[src/rtl/parity_xcvr_pkg.sv]
// Shared definitions for the latched parity transceiver.
// Assumes: nothing beyond IEEE 1800-2017.
package parity_xcvr_pkg;

    // Source of the outgoing parity bit
    typedef enum logic {
        PAR_GENERATE = 1'b0,
        PAR_PASS     = 1'b1
    } par_mode_e;

    // Number of traffic directions through the block
    localparam int unsigned NUM_DIR = 2;

endpackage

[src/rtl/pxc_xor_tree.sv]
// Odd-ones detector: result is 1 when the input vector holds an odd number of ones.
// Assumes: W >= 1. Built as a ripple of XOR stages; synthesis rebalances it.
module pxc_xor_tree #(
    parameter int unsigned W = 9
) (
    input  logic [W-1:0] vec_i,
    output logic         odd_o
);

    logic [W-1:0] chain;

    // First stage seeds the chain
    assign chain[0] = vec_i[0];

    // Each further stage folds in one more bit
    for (genvar i = 1; i < W; i++) begin : g_stage
        assign chain[i] = chain[i-1] ^ vec_i[i];
    end

    assign odd_o = chain[W-1];

endmodule

[src/rtl/pxc_hold.sv]
// Clocked stand-in for a transparent latch.
// While le_i is high the input passes straight to the output and is recorded on each edge.
// While le_i is low the last recorded value is shown.
// Assumes: the input is stable over the rising edge before le_i falls.
module pxc_hold #(
    parameter int unsigned W = 9
) (
    input  logic         clk,
    input  logic         rst_n,
    input  logic         le_i,
    input  logic [W-1:0] d_i,
    output logic [W-1:0] q_o
);

    logic [W-1:0] held_q;

    // Record the input while transparent; synchronous clear on reset
    always_ff @(posedge clk) begin
        if (!rst_n) begin
            held_q <= '0;
        end else if (le_i) begin
            held_q <= d_i;
        end
    end

    // Transparent path or held value
    assign q_o = le_i ? d_i : held_q;

endmodule

[src/rtl/pxc_lane.sv]
// One direction of the transceiver: holding stage, parity source select and output gating.
// It also checks the parity of the raw word received on its source side.
// Assumes: odd_sel_i = 1 selects odd parity.
module pxc_lane
    import parity_xcvr_pkg::*;
#(
    parameter int unsigned DATA_W = 8
) (
    input  logic              clk,
    input  logic              rst_n,
    input  logic              le_i,
    input  logic [DATA_W-1:0] data_i,
    input  logic              par_i,
    input  logic              odd_sel_i,
    input  par_mode_e         mode_i,
    input  logic              out_en_i,
    output logic [DATA_W-1:0] data_o,
    output logic              par_o,
    output logic              err_n_o
);

    localparam int unsigned WORD_W = DATA_W + 1;

    logic [WORD_W-1:0] held_word;
    logic [DATA_W-1:0] held_data;
    logic              held_par;
    logic              rx_odd;
    logic              held_odd;
    logic              gen_par;
    logic              sel_par;

    // Holding stage for data plus parity
    pxc_hold #(.W(WORD_W)) i_hold (
        .clk   (clk),
        .rst_n (rst_n),
        .le_i  (le_i),
        .d_i   ({data_i, par_i}),
        .q_o   (held_word)
    );

    assign held_data = held_word[WORD_W-1:1];
    assign held_par  = held_word[0];

    // Checker on the raw received word
    pxc_xor_tree #(.W(WORD_W)) i_rx_chk (
        .vec_i (WORD_W'({data_i, par_i})),
        .odd_o (rx_odd)
    );

    // Generator on the held data
    pxc_xor_tree #(.W(DATA_W)) i_tx_gen (
        .vec_i (held_data),
        .odd_o (held_odd)
    );

    // Error flag: low when the received word's ones count disagrees with the sense
    assign err_n_o = ~(rx_odd ^ odd_sel_i);

    // Generated bit completes the word to the selected sense
    assign gen_par = held_odd ^ odd_sel_i;

    // Pick the outgoing parity source
    always_comb begin
        if (mode_i == PAR_PASS) begin
            sel_par = held_par;
        end else begin
            sel_par = gen_par;
        end
    end

    // Outputs read zero when the pad is not driven
    assign data_o = out_en_i ? held_data : '0;
    assign par_o  = out_en_i ? sel_par   : 1'b0;

endmodule

[src/rtl/parity_xcvr.sv]
// Two-direction 8-bit transceiver with per-direction holding stages,
// parity generate / pass-through, and parity checking on both sides.
// Assumes: pads are split into input, output and drive-enable ports;
// when both sides request drive, side A wins.
module parity_xcvr
    import parity_xcvr_pkg::*;
#(
    parameter int unsigned DATA_W = 8
) (
    input  logic              clk,
    input  logic              rst_n,
    input  logic [DATA_W-1:0] a_data_i,
    input  logic              a_par_i,
    input  logic [DATA_W-1:0] b_data_i,
    input  logic              b_par_i,
    input  logic              le_ab,
    input  logic              le_ba,
    input  logic              odd_sel,
    input  logic              pass_mode,
    input  logic              a_drv_n,
    input  logic              b_drv_n,
    output logic [DATA_W-1:0] a_data_o,
    output logic              a_par_o,
    output logic              a_oe_o,
    output logic [DATA_W-1:0] b_data_o,
    output logic              b_par_o,
    output logic              b_oe_o,
    output logic              a_err_n,
    output logic              b_err_n
);

    // Index 0 = A-to-B, index 1 = B-to-A
    logic [DATA_W-1:0] src_data [NUM_DIR];
    logic              src_par  [NUM_DIR];
    logic              dir_le   [NUM_DIR];
    logic              dst_en   [NUM_DIR];
    logic [DATA_W-1:0] dst_data [NUM_DIR];
    logic              dst_par  [NUM_DIR];
    logic              src_err  [NUM_DIR];
    par_mode_e         mode;

    assign mode = par_mode_e'(pass_mode);

    // Drive arbitration: side A has priority
    assign a_oe_o = ~a_drv_n;
    assign b_oe_o = ~b_drv_n & a_drv_n;

    // Route sides into per-direction arrays
    assign src_data[0] = a_data_i;
    assign src_par[0]  = a_par_i;
    assign dir_le[0]   = le_ab;
    assign dst_en[0]   = b_oe_o;
    assign src_data[1] = b_data_i;
    assign src_par[1]  = b_par_i;
    assign dir_le[1]   = le_ba;
    assign dst_en[1]   = a_oe_o;

    // One lane per direction
    for (genvar g = 0; g < NUM_DIR; g++) begin : g_dir
        pxc_lane #(.DATA_W(DATA_W)) i_lane (
            .clk       (clk),
            .rst_n     (rst_n),
            .le_i      (dir_le[g]),
            .data_i    (src_data[g]),
            .par_i     (src_par[g]),
            .odd_sel_i (odd_sel),
            .mode_i    (mode),
            .out_en_i  (dst_en[g]),
            .data_o    (dst_data[g]),
            .par_o     (dst_par[g]),
            .err_n_o   (src_err[g])
        );
    end

    // Map lanes back onto the side ports
    assign b_data_o = dst_data[0];
    assign b_par_o  = dst_par[0];
    assign a_data_o = dst_data[1];
    assign a_par_o  = dst_par[1];
    assign a_err_n  = src_err[0];
    assign b_err_n  = src_err[1];

endmodule

[config.mk]
export PLATFORM = sky130hd
export DESIGN_NAME = parity_xcvr
export DESIGN_NICKNAME = d
export VERILOG_FILES = /design/src/rtl/parity_xcvr_pkg.sv /design/src/rtl/pxc_xor_tree.sv /design/src/rtl/pxc_hold.sv /design/src/rtl/pxc_lane.sv /design/src/rtl/parity_xcvr.sv
export SDC_FILE = /design/constraint.sdc
export NUM_CORES = 1
export LEC_CHECK = 0
export BUFFER_PORTS_ARGS = -buffer_cell sky130_fd_sc_hd__buf_2
export CORE_UTILIZATION = 51
export DETAILED_ROUTE_END_ITERATION = 7
export GPL_ROUTABILITY_DRIVEN = 0
export PLACE_DENSITY = 0.84
export SKIP_CTS_REPAIR_TIMING = 1
export SKIP_LAST_GASP = 1
export SLEW_MARGIN = 20
export SYNTH_ARGS = -nofsm -noshare
export SYNTH_HDL_FRONTEND = slang
export SYNTH_SLANG_ARGS = --single-unit
[constraint.sdc]
create_clock -name clk -period 2.65 [get_ports clk]
set_input_delay 0.53 -clock clk [delete_from_list [all_inputs] [get_ports clk]]
set_output_delay 0.53 -clock clk [all_outputs]
set_load 0.01 [all_outputs]
==> qor.txt, run 1 <==
Slew Viols, Final: 0
Num CTS Buffers: 3
Die W: 49.33 um
Synth Register Bits: 18
CP Capture Type: output port
Worst Skew: 0 ps
Final Hold Vio Count: 0
clk root buf: clkbuf_4
CP Data Required Time: 2120 ps
Total Nets Final: 200
vias in the first global route: 1001
Avg Synthesized Cell Area: 9.139 um^2
peak supply drop: 0.0003539 V
RSZ-0062 raised after global routing: no
CTS Buffer Depth: 2
Logic pwr share: 37.7%
max reg flops: 18
CP bufs+invs: 2
Die ar.: 2433 um^2
fraction of power consumed by sequential logic: 42.8%
worst skew pair latency: 290 ps
Gate Count Post-Synth: 125
cell family with most CP delay: XOR/XNOR gates
Boundary Pins: 48
grt total ovfl: 0
worst r2r path cells: 2
area occupied by multi-input gates: 749.5 um^2
share of post-route cells with drive strength above 1: 30.23%
critical path's largest stage delay: 330 ps
P_int: 477.1 uW
Filler cells: 176
Leak: 0.7312 nW
CP Data Arrival Time: 1830 ps
Cell Rows: 16
First-pass DRT Iterations: 4
Routed Wire Length: 2343 um
CP max stage cell: xnor3_1
power share of the clock group: 19.5%
Seq/Total Area, Yosys: 31.54%
max_slew headroom: 76.93%
Synth Net Count: 151
crit path kind: in2out
Buffers on Ports: 47
Reg clk slew, reported paths: 100 ps
fin crit share: 89.23%
first-pass GRT wire length: 4077 um
H-tree Lvls: 1
Max Cap Violations: 0
DR WL/cell: 11.77 um
minimum clock period: 2365 ps
status: complete, no violations
power density of the placed cells: 485.6 nW/um^2
CP max FO: 2
net switching power: 216.1 uW
Crit path depth: 7
DRC: 0
pin count of the biggest net entering global routing: 19
Worst R2R Start: g_dir[1].i_lane.i_hold.held_q[1]$_SDFF_PN0_
synthesized area: 1142 um^2
TNS Setup: 0 ps
hold path start: g_dir[1].i_lane.i_hold.held_q[0]$_SDFF_PN0_
fmax: 0.4229 GHz
dpl cell area: 1405 um^2
Hold Crit Depth: 2
Core Area: 2042 um^2
Hold WC Path Type: reg2reg
CP Launch Type: primary input
Reg with most FFs: g_dir.i_lane.i_hold.held_q
TritonCTS clock tree: yes
Starting Density: 55.94%
FF+latch area: 360.3 um^2
ANT nets after route: 0
Tightest Pin Transition: 346.0 ps
# diodes: 0
Global Route Usage Sum: 21.44%
Area Overhead vs Synth: 24.97%
Die Height: 49.33 um
crit path cell chain: buf_2 -> xnor2_1 -> mux2i_1 -> xnor2_1 -> xnor3_1 -> a21oi_1 -> buf_2
design area: 1428 um^2
number of vias per cell: 4.779
Detail Placement HPWL: 1873 um
post-synth cell types: 13
via count: 951
Final setup viols: 0
sw frac: 31.17%
CTS Sinks: 18
Synth Warn #: 0
initial antenna violation count: 0
Setup crit start: b_data_i[1]
largest registers: g_dir.i_lane.i_hold.held_q (18)
drt first-iter violations: 7
==> layout make-up <==
| class | instances | area share [%] |
|---|---|---|
| clock buffer | 3 | 1.578 |
| inverter | 3 | 0.7888 |
| multi-input combinational | 99 | 52.50 |
| sequential | 18 | 25.24 |
| tap | 27 | 2.366 |
| timing repair buffer | 49 | 17.53 |
==> stage by stage <==
step	instances	hold slack (ps)	power [mW]	util, %	setup WS (ps)
after CTS	199	528.3	0.7014	69.91	254.8
after detailed placement	196	504.1	0.5649	68.81	269.8
after floorplan	125	478.4	0.4843	-	538.3
after global placement	196	493.5	0.5565	68.81	324.7
after global routing	199	560.2	0.7355	69.91	137.1
final	199	520.1	0.6932	69.91	285.3
==> tightest hold or removal path, stage by stage, from the launching register on <==
cell     delay (ps)
dfxtp_1         320
mux2i_1          70
nor2b_1         100
==> layer usage <==
| layer | track usage [%] | vias up | wire length, um | share of wire (%) |
|---|---|---|---|---|
| li1 | - | 492 | - | - |
| met1 | 24.76 | 429 | 1059 | 45 |
| met2 | 39.04 | 26 | 1183 | 50 |
| met3 | 3.115 | 4 | 83 | 3.5 |
| met4 | 8.333 | 0 | 17 | 0.73 |
| met5 | 0 | - | 0 | 0 |
==> synth_stat cells <==
library cell	instances	area share (%)
nor2_1	18	5.9
xnor2_1	22	17
nand2_1	4	1.3
nand2b_1	1	0.55
mux2i_1	22	19
buf_2	2	0.88
xor2_1	8	6.1
clkbuf_1	3	0.99
dfxtp_1	18	32
xnor3_1	2	3.9
nor2b_1	18	9.9
inv_1	3	0.99
a21oi_1	4	1.8
==> logic make-up (layout without fill, tap and decap cells) <==
family,count (synthesis),count (layout),share of synthesized area (%)
AOI/OAI and AO/OA,4,4,1.753
xor gates and xnor gates,32,32,26.94
buffers and inverters,8,55,2.848
DFF,18,18,31.54
muxes,22,22,19.28
and+or+nand+nor,41,41,17.63
==> power groups by stage <==
stage / logic (mW) / clock network [mW] / registers, mW
finish: 0.261 / 0.135 / 0.296
CTS: 0.263 / 0.142 / 0.297
floorplan: 0.184 / 0 / 0.301
global route: 0.287 / 0.150 / 0.298
detailed placement: 0.262 / 0 / 0.303
global placement: 0.255 / 0 / 0.302
==> path summary, 6_finish.rpt <==
kind / slack [ps] / to
worst min-delay path: 520 / g_dir[1].i_lane.i_hold.held_q[0]$_SDFF_PN0_
worst min register to register: 520 / g_dir[1].i_lane.i_hold.held_q[0]$_SDFF_PN0_
worst max-delay path: 290 / a_par_o
worst max register to register: 1940 / g_dir[1].i_lane.i_hold.held_q[1]$_SDFF_PN0_
==> cell usage in the layout, fill, tap and decap left out <==
cell and instances:
clkbuf_4 3, xnor2_1 22, dfxtp_1 18, inv_1 3
xnor3_1 2, nand2_1 4, nand2b_1 1, a21oi_1 4
nor2_1 18, nor2b_1 18, xor2_1 8, mux2i_1 22
buf_2 47, buf_4 2
(Power assumes the default switching activity.)
==> run 2: changes to the inputs <==
CORE_UTILIZATION = 52   (was 51)
SYNTH_HIERARCHICAL = 1   (was not set)
==> run 2 against run 1 <==
Compared with the run above: die area up 6.5%; register-to-register slack got worse by 140 ps; clock skew unchanged; combinational power increased by 22%; sequential share of layout area down 1.9 points; hold slack gained 74 ps; core utilization down 0.89 points; flip-flop and latch count unchanged; power increased by 7.5%; global-route usage is 0.52 points lower; synthesized cell count fell by 12%.
==> qor.txt, run 2 <==
worst r2r path cells: 2 (unchanged)
Seq/Total Area, Yosys: 28.97% (-2.6 points)
status: complete, no violations
Hold Crit Depth: 2 (unchanged)
Starting Density: 55.69% (-0.26 points)
largest registers: g_dir.i_lane/i_hold/held_q (18)
Num CTS Buffers: 3 (unchanged)
CP max FO: 9 (+7)
via count: 925 (-2.7%)
Buffers on Ports: 47 (unchanged)
Worst Hold Endpoint: g_dir[1].i_lane/i_hold/held_q[0]$_SDFF_PN0_
initial antenna violation count: 0 (unchanged)
count leader, synth: and2_1
Tightest Pin Transition: 256.3 ps (-89.72 ps)
placed insts: 184 (-6.1%)
Avg Synthesized Cell Area: 11.31 um^2 (+24%)
Reg2Reg Capture Point: g_dir[1].i_lane/i_hold/held_q[1]$_SDFF_PN0_
number of vias per cell: 4.947 (+3.5%)
commonest non-fill, non-tap cell in the layout: buf_2
peak supply drop: 0.0003763 V (+6.3%)
FF-to-FF setup slack: 1800 ps (-140 ps)
synthesized area: 1244 um^2 (+8.9%)
Reg with most FFs: g_dir.i_lane/i_hold/held_q
Die W: 50.91 um (+3.2%)
Global Route Usage Sum: 20.92% (-0.52 points)
CP Launch Type: primary input
Die Height: 50.91 um (+3.2%)
Area Overhead vs Synth: 23.94%
Post-synth EDFFs: 0 (unchanged)
Final Hold Vio Count: 0 (unchanged)
drt first-iter violations: 5 (-2)
first-pass GRT wire length: 4043 um (-0.83%)
H-tree Lvls: 1 (unchanged)
crit path kind: in2out
Final setup viols: 0 (unchanged)
CP Capture Type: output port
share of post-route cells with drive strength above 1: 47.17% (+17 points)
Slew Viols, Final: 0 (unchanged)
minimum clock period: 2515 ps (+150.2 ps)
fin crit share: 94.90% (+5.7 points)
Hold WC Path Type: reg2reg
Cell Rows: 17 (+1)
Worst Skew: 0 ps (unchanged)
power density of the placed cells: 483.5 nW/um^2 (-0.43%)
post-synth cell types: 13 (unchanged)
pin count of the biggest net entering global routing: 19 (unchanged)
final worst slack: 135.2 ps (-150.2 ps)
Core Area: 2233 um^2 (+9.4%)
First-pass DRT Iterations: 4 (unchanged)
most frequent cells in the layout: 45 x buf_2, 32 x and2_1, 21 x xnor2_1
CP Data Arrival Time: 1980 ps (+150 ps)
Die ar.: 2591 um^2 (+6.5%)
Worst R2R Start: g_dir[1].i_lane/i_hold/held_q[1]$_SDFF_PN0_
grt total ovfl: 0 (unchanged)
largest cells by area after synthesis: dfxtp_1 29%, mux2_4 22%, and2_1 16%
Max Cap Violations: 0 (unchanged)
CP Data Required Time: 2120 ps (about the same)
Yosys top cell area share: 28.97% (-2.6 points)
list of most frequent post-synthesis cells: 32 x and2_1, 22 x xnor2_1, 18 x dfxtp_1, 18 x mux2_4, 6 x xor2_1
clk root buf: clkbuf_4
Leak: 0.7873 nW (+7.7%)
CTS Buffer Depth: 2 (unchanged)
utilization after layout: 69.02% (-0.89 points)
Detail Placement HPWL: 1873 um (about the same)
Main synth FF type: dfxtp_1
fmax: 0.3976 GHz (-6.0%)
max reg flops: 18 (unchanged)
Synth Register Bits: 18 (unchanged)
Async SR Flop Fraction: 0% (unchanged)
max_slew headroom: 82.91% (+6.0 points)
Reg clk slew, reported paths: 100 ps (about the same)
ANT nets after route: 0 (unchanged)
final cell count without fillers: 187 (-6.0%)
Gate Count Post-Synth: 110 (-12%)
worst slack, placed: -27.11 ps (-296.9 ps)
Boundary Pins: 48 (unchanged)
post-synth top area cell: dfxtp_1
# diodes: 0 (unchanged)
Total Nets Final: 187 (-6.5%)
TritonCTS clock tree: yes
worst skew pair latency: 290 ps (about the same)
hold path start: g_dir[1].i_lane/i_hold/held_q[0]$_SDFF_PN0_
DR WL/cell: 12.55 um (+6.6%)
RSZ-0062 raised after global routing: no
Synth Net Count: 136 (-9.9%)
Routed Wire Length: 2347 um (+0.17%)
CTS Sinks: 18 (unchanged)
DRC: 0 (unchanged)
Filler cells: 198 (+13%)
Synth Warn #: 6 (+6)
vias in the first global route: 929 (-7.2%)
-- run 2: critical path: stages --
cell and delay [ps]:
buf_6 140, mux2_4 330, xnor2_1 230, xnor2_1 180
xnor2_1 100, xor2_1 140, o211a_1 200, buf_2 130
-- run 2: metrics by stage --
step | hold slack (ps) | TNS (ps) | area [um^2] | power (mW)
6_report | 594.3 | 0 | 1541 | 0.7453
5_1_grt | 620.4 | 0 | 1541 | 0.7899
4_1_cts | 594.1 | -23.32 | 1521 | 0.7498
3_5_place_dp | 571.0 | -27.11 | 1499 | 0.6126
3_3_place_gp | 557.8 | 0 | 1499 | 0.6037
2_1_floorplan | 545.7 | 0 | 1244 | 0.5261
-- run 2: cells by family (layout without fill, tap and decap cells) --
logic type | Yosys count | after routing | synth area share (%)
AO/OA/AOI/OAI | 2 | 2 | 1.610
XOR/XNOR | 32 | 32 | 25.95
buffers and inverters | 3 | 52 | 2.112
flip-flops | 18 | 18 | 28.97
multiplexers | 18 | 18 | 21.73
AND/OR/NAND/NOR | 37 | 37 | 19.62
-- run 2: final cells by class --
type	instances	area [um^2]	area share, %
timing repair buffer	48	255.2	16.56
tap	28	35.03	2.273
sequential	18	360.3	23.38
multi-input combinational	89	864.6	56.09
inverter	1	3.754	0.2435
clock buffer	3	22.52	1.461
-- run 2: power breakdown --
part	total [mW]	leakage, nW	switching [mW]	internal (mW)
logic	0.319	0.625	0.140	0.179
clock network	0.136	0.0138	0.0827	0.0528
registers	0.291	0.149	0.00415	0.286
-- run 2: metal layers --
metal / GRT usage (%) / routed length, um
met1: 24.35 / 1030
met2: 37.28 / 1156
met3: 3.274 / 126
met4: 9.259 / 34
met5: 0 / 0
-- run 2: worst max-delay path by stage --
| stage | endpoint | slack, ps | start |
|---|---|---|---|
| 2_1_floorplan | a_par_o | 320 | le_ba |
| 3_3_place_gp | a_par_o | 20 | le_ba |
| 3_5_place_dp | b_par_o | -30 | le_ab |
| 4_1_cts | b_par_o | -20 | le_ab |
| 5_1_grt | b_par_o | 50 | le_ab |
| 6_report | b_par_o | 140 | le_ab |
==> run 3: changes to the inputs <==
CORE_UTILIZATION = 42   (was 52)
PLACE_DENSITY = 0.7   (was 0.84)
==> run 3 against run 2 <==
Compared with the run above: flip-flop and latch count unchanged; critical endpoint is now a_par_o; final cell count up 2.7%; sequential share of layout area decreased by 0.48 points; die area rose by 23%; critical path type unchanged; first-iteration DRC count grew to 4.0 times the previous value; worst setup slack got worse by 14 ps; clock power rose by 24%; maximum frequency is 0.54% lower; critical path depth unchanged; non-clock buffer count rose by 1; power up 4.5%; global-route usage decreased by 4.7 points.
==> qor.txt, run 3 (synthesis results as in run 2) <==
Leak: 0.8062 nW (+2.4%)
net switching power: 227.1 uW (about the same)
status: complete, no violations
pin count of the biggest net entering global routing: 19 (unchanged)
most frequent cells in the layout: 45 x buf_2, 32 x and2_1, 19 x xnor2_1
Starting Density: 44.71% (-11 points)
H-tree Lvls: 1 (unchanged)
vias in the first global route: 887 (-4.5%)
design area: 1574 um^2 (+2.1%)
share of post-route cells with drive strength above 1: 49.07% (+1.9 points)
dpl cell area: 1510 um^2 (+0.75%)
fin crit share: 95.42% (+0.52 points)
Num CTS Buffers: 3 (unchanged)
Hold WC Path Type: reg2reg
Slew Viols, Final: 0 (unchanged)
max_slew headroom: 81.43% (-1.5 points)
sw frac: 29.16% (-1.3 points)
Logic pwr share: 40.9% (-1.9 points)
Worst path most repeated cell: xnor2_1
Reg clk slew, reported paths: 110 ps (about the same)
max reg flops: 18 (unchanged)
# diodes: 0 (unchanged)
Boundary Pins: 48 (unchanged)
Buffers on Ports: 47 (unchanged)
worst skew pair latency: 290 ps (about the same)
fmax: 0.3955 GHz (-0.54%)
CP Data Arrival Time: 2000 ps (+20 ps)
power share of the clock group: 21.7% (+3.5 points)
Area Overhead vs Synth: 26.56%
grt total ovfl: 0 (unchanged)
CTS Sinks: 18 (unchanged)
Tightest Pin Transition: 278.6 ps (+22.30 ps)
CP max FO: 9 (unchanged)
DR WL/cell: 12.58 um (+0.26%)
P_int: 551.8 uW (+6.5%)
cell family with most CP delay: XOR/XNOR gates
critical path's largest stage delay: 330 ps (about the same)
CP Data Required Time: 2120 ps (about the same)
Core Area: 2781 um^2 (+25%)
peak supply drop: 0.0003718 V (-1.2%)
first-pass GRT wire length: 3974 um (-1.7%)
CP Capture Type: output port
commonest non-fill, non-tap cell in the layout: buf_2
TritonCTS clock tree: yes
Reg with most FFs: g_dir.i_lane/i_hold/held_q
Final Hold Vio Count: 0 (unchanged)
Max Cap Violations: 0 (unchanged)
CP Launch Type: primary input
power density of the placed cells: 494.8 nW/um^2 (+2.3%)
Die Height: 56.42 um (+11%)
Worst Skew: 0 ps (unchanged)
crit path kind: in2out
Die W: 56.42 um (+11%)
CP max stage cell: mux2_4
initial antenna violation count: 0 (unchanged)
largest registers: g_dir.i_lane/i_hold/held_q (18)
Final setup viols: 0 (unchanged)
Global Route Usage Sum: 16.21% (-4.7 points)
First-pass DRT Iterations: 2 (-2)
via count: 916 (-0.97%)
Cell Rows: 19 (+2)
ANT nets after route: 0 (unchanged)
number of vias per cell: 4.771 (-3.6%)
Detail Placement HPWL: 1909 um (+1.9%)
Routed Wire Length: 2416 um (+2.9%)
fraction of power consumed by sequential logic: 37.4% (-1.6 points)
CTS Buffer Depth: 2 (unchanged)
clk root buf: clkbuf_4
drt first-iter violations: 20 (+15)
DRC: 0 (unchanged)
utilization after layout: 56.59% (-12 points)
CP bufs+invs: 2 (unchanged)
crit path cell chain: buf_4 -> mux2_4 -> xnor2_1 -> xnor2_1 -> xnor2_1 -> xor2_1 -> o211a_1 -> buf_2
Total Nets Final: 188 (+0.53%)
Die ar.: 3183 um^2 (+23%)
minimum clock period: 2529 ps (+13.70 ps)
RSZ-0062 raised after global routing: no
-- run 3: cell types whose count changed in the layout (fill, tap and decap cells not counted) --
cell | before | now
xnor2_1 | 21 | 19
clkbuf_8 | 0 | 1
buf_6 | 2 | 0
xnor2_2 | 3 | 5
buf_4 | 1 | 4
-- run 3: path summary, 6_finish.rpt --
| kind | from | to | slack (ps) | cells after the start |
|---|---|---|---|---|
| worst max-delay path | le_ba | a_par_o | 120 | 8 |
| worst min-delay path | g_dir[1].i_lane/i_hold/held_q[0]$_SDFF_PN0_ | g_dir[1].i_lane/i_hold/held_q[0]$_SDFF_PN0_ | 590 | 2 |
| worst max register to register | g_dir[0].i_lane/i_hold/held_q[2]$_SDFF_PN0_ | g_dir[0].i_lane/i_hold/held_q[2]$_SDFF_PN0_ | 1760 | 2 |
| worst min register to register | g_dir[1].i_lane/i_hold/held_q[0]$_SDFF_PN0_ | g_dir[1].i_lane/i_hold/held_q[0]$_SDFF_PN0_ | 590 | 2 |
-- run 3: routing by layer --
layer | track usage, % | wire length, um
met5 | 0 | 0
met4 | 5.226 | 14
met3 | 2.765 | 156
met2 | 27.55 | 1176
met1 | 20.86 | 1068
-- run 3: through the flow --
step                TNS [ps]  power, mW  setup slack (ps)  hold slack (ps)  std cells
finish                     0     0.7789             121.5            585.8        192
CTS                   -1.784     0.7835            -1.784            592.0        192
detailed placement         0     0.6122             5.017            562.8        188
global placement           0     0.6065             12.07            558.8        188
global route               0     0.8252             17.73            629.5        192
floorplan                  0     0.5261             320.6            545.7        110
-- run 3: worst min-delay path, stage by stage, from the launching register on --
cell and delay [ps]:
dfxtp_1 320, mux2_4 130, and2_1 110
-- run 3: final cells by class --
type | instances | area, um^2
inverters | 1 | 3.754
fillers | 267 | 1207
flip-flops and latches | 18 | 360.3
multi-input cells | 89 | 879.6
repair buffers | 49 | 255.2
well taps | 31 | 38.79
clock buffers | 4 | 36.28
-- run 3: power by group through the flow --
stage               sequential, mW  clock [mW]  combinational, mW
floorplan                    0.296           0              0.231
global placement             0.296           0              0.310
global route                 0.292       0.186              0.347
CTS                          0.291       0.176              0.316
detailed placement           0.298           0              0.315
finish                       0.291       0.169              0.319
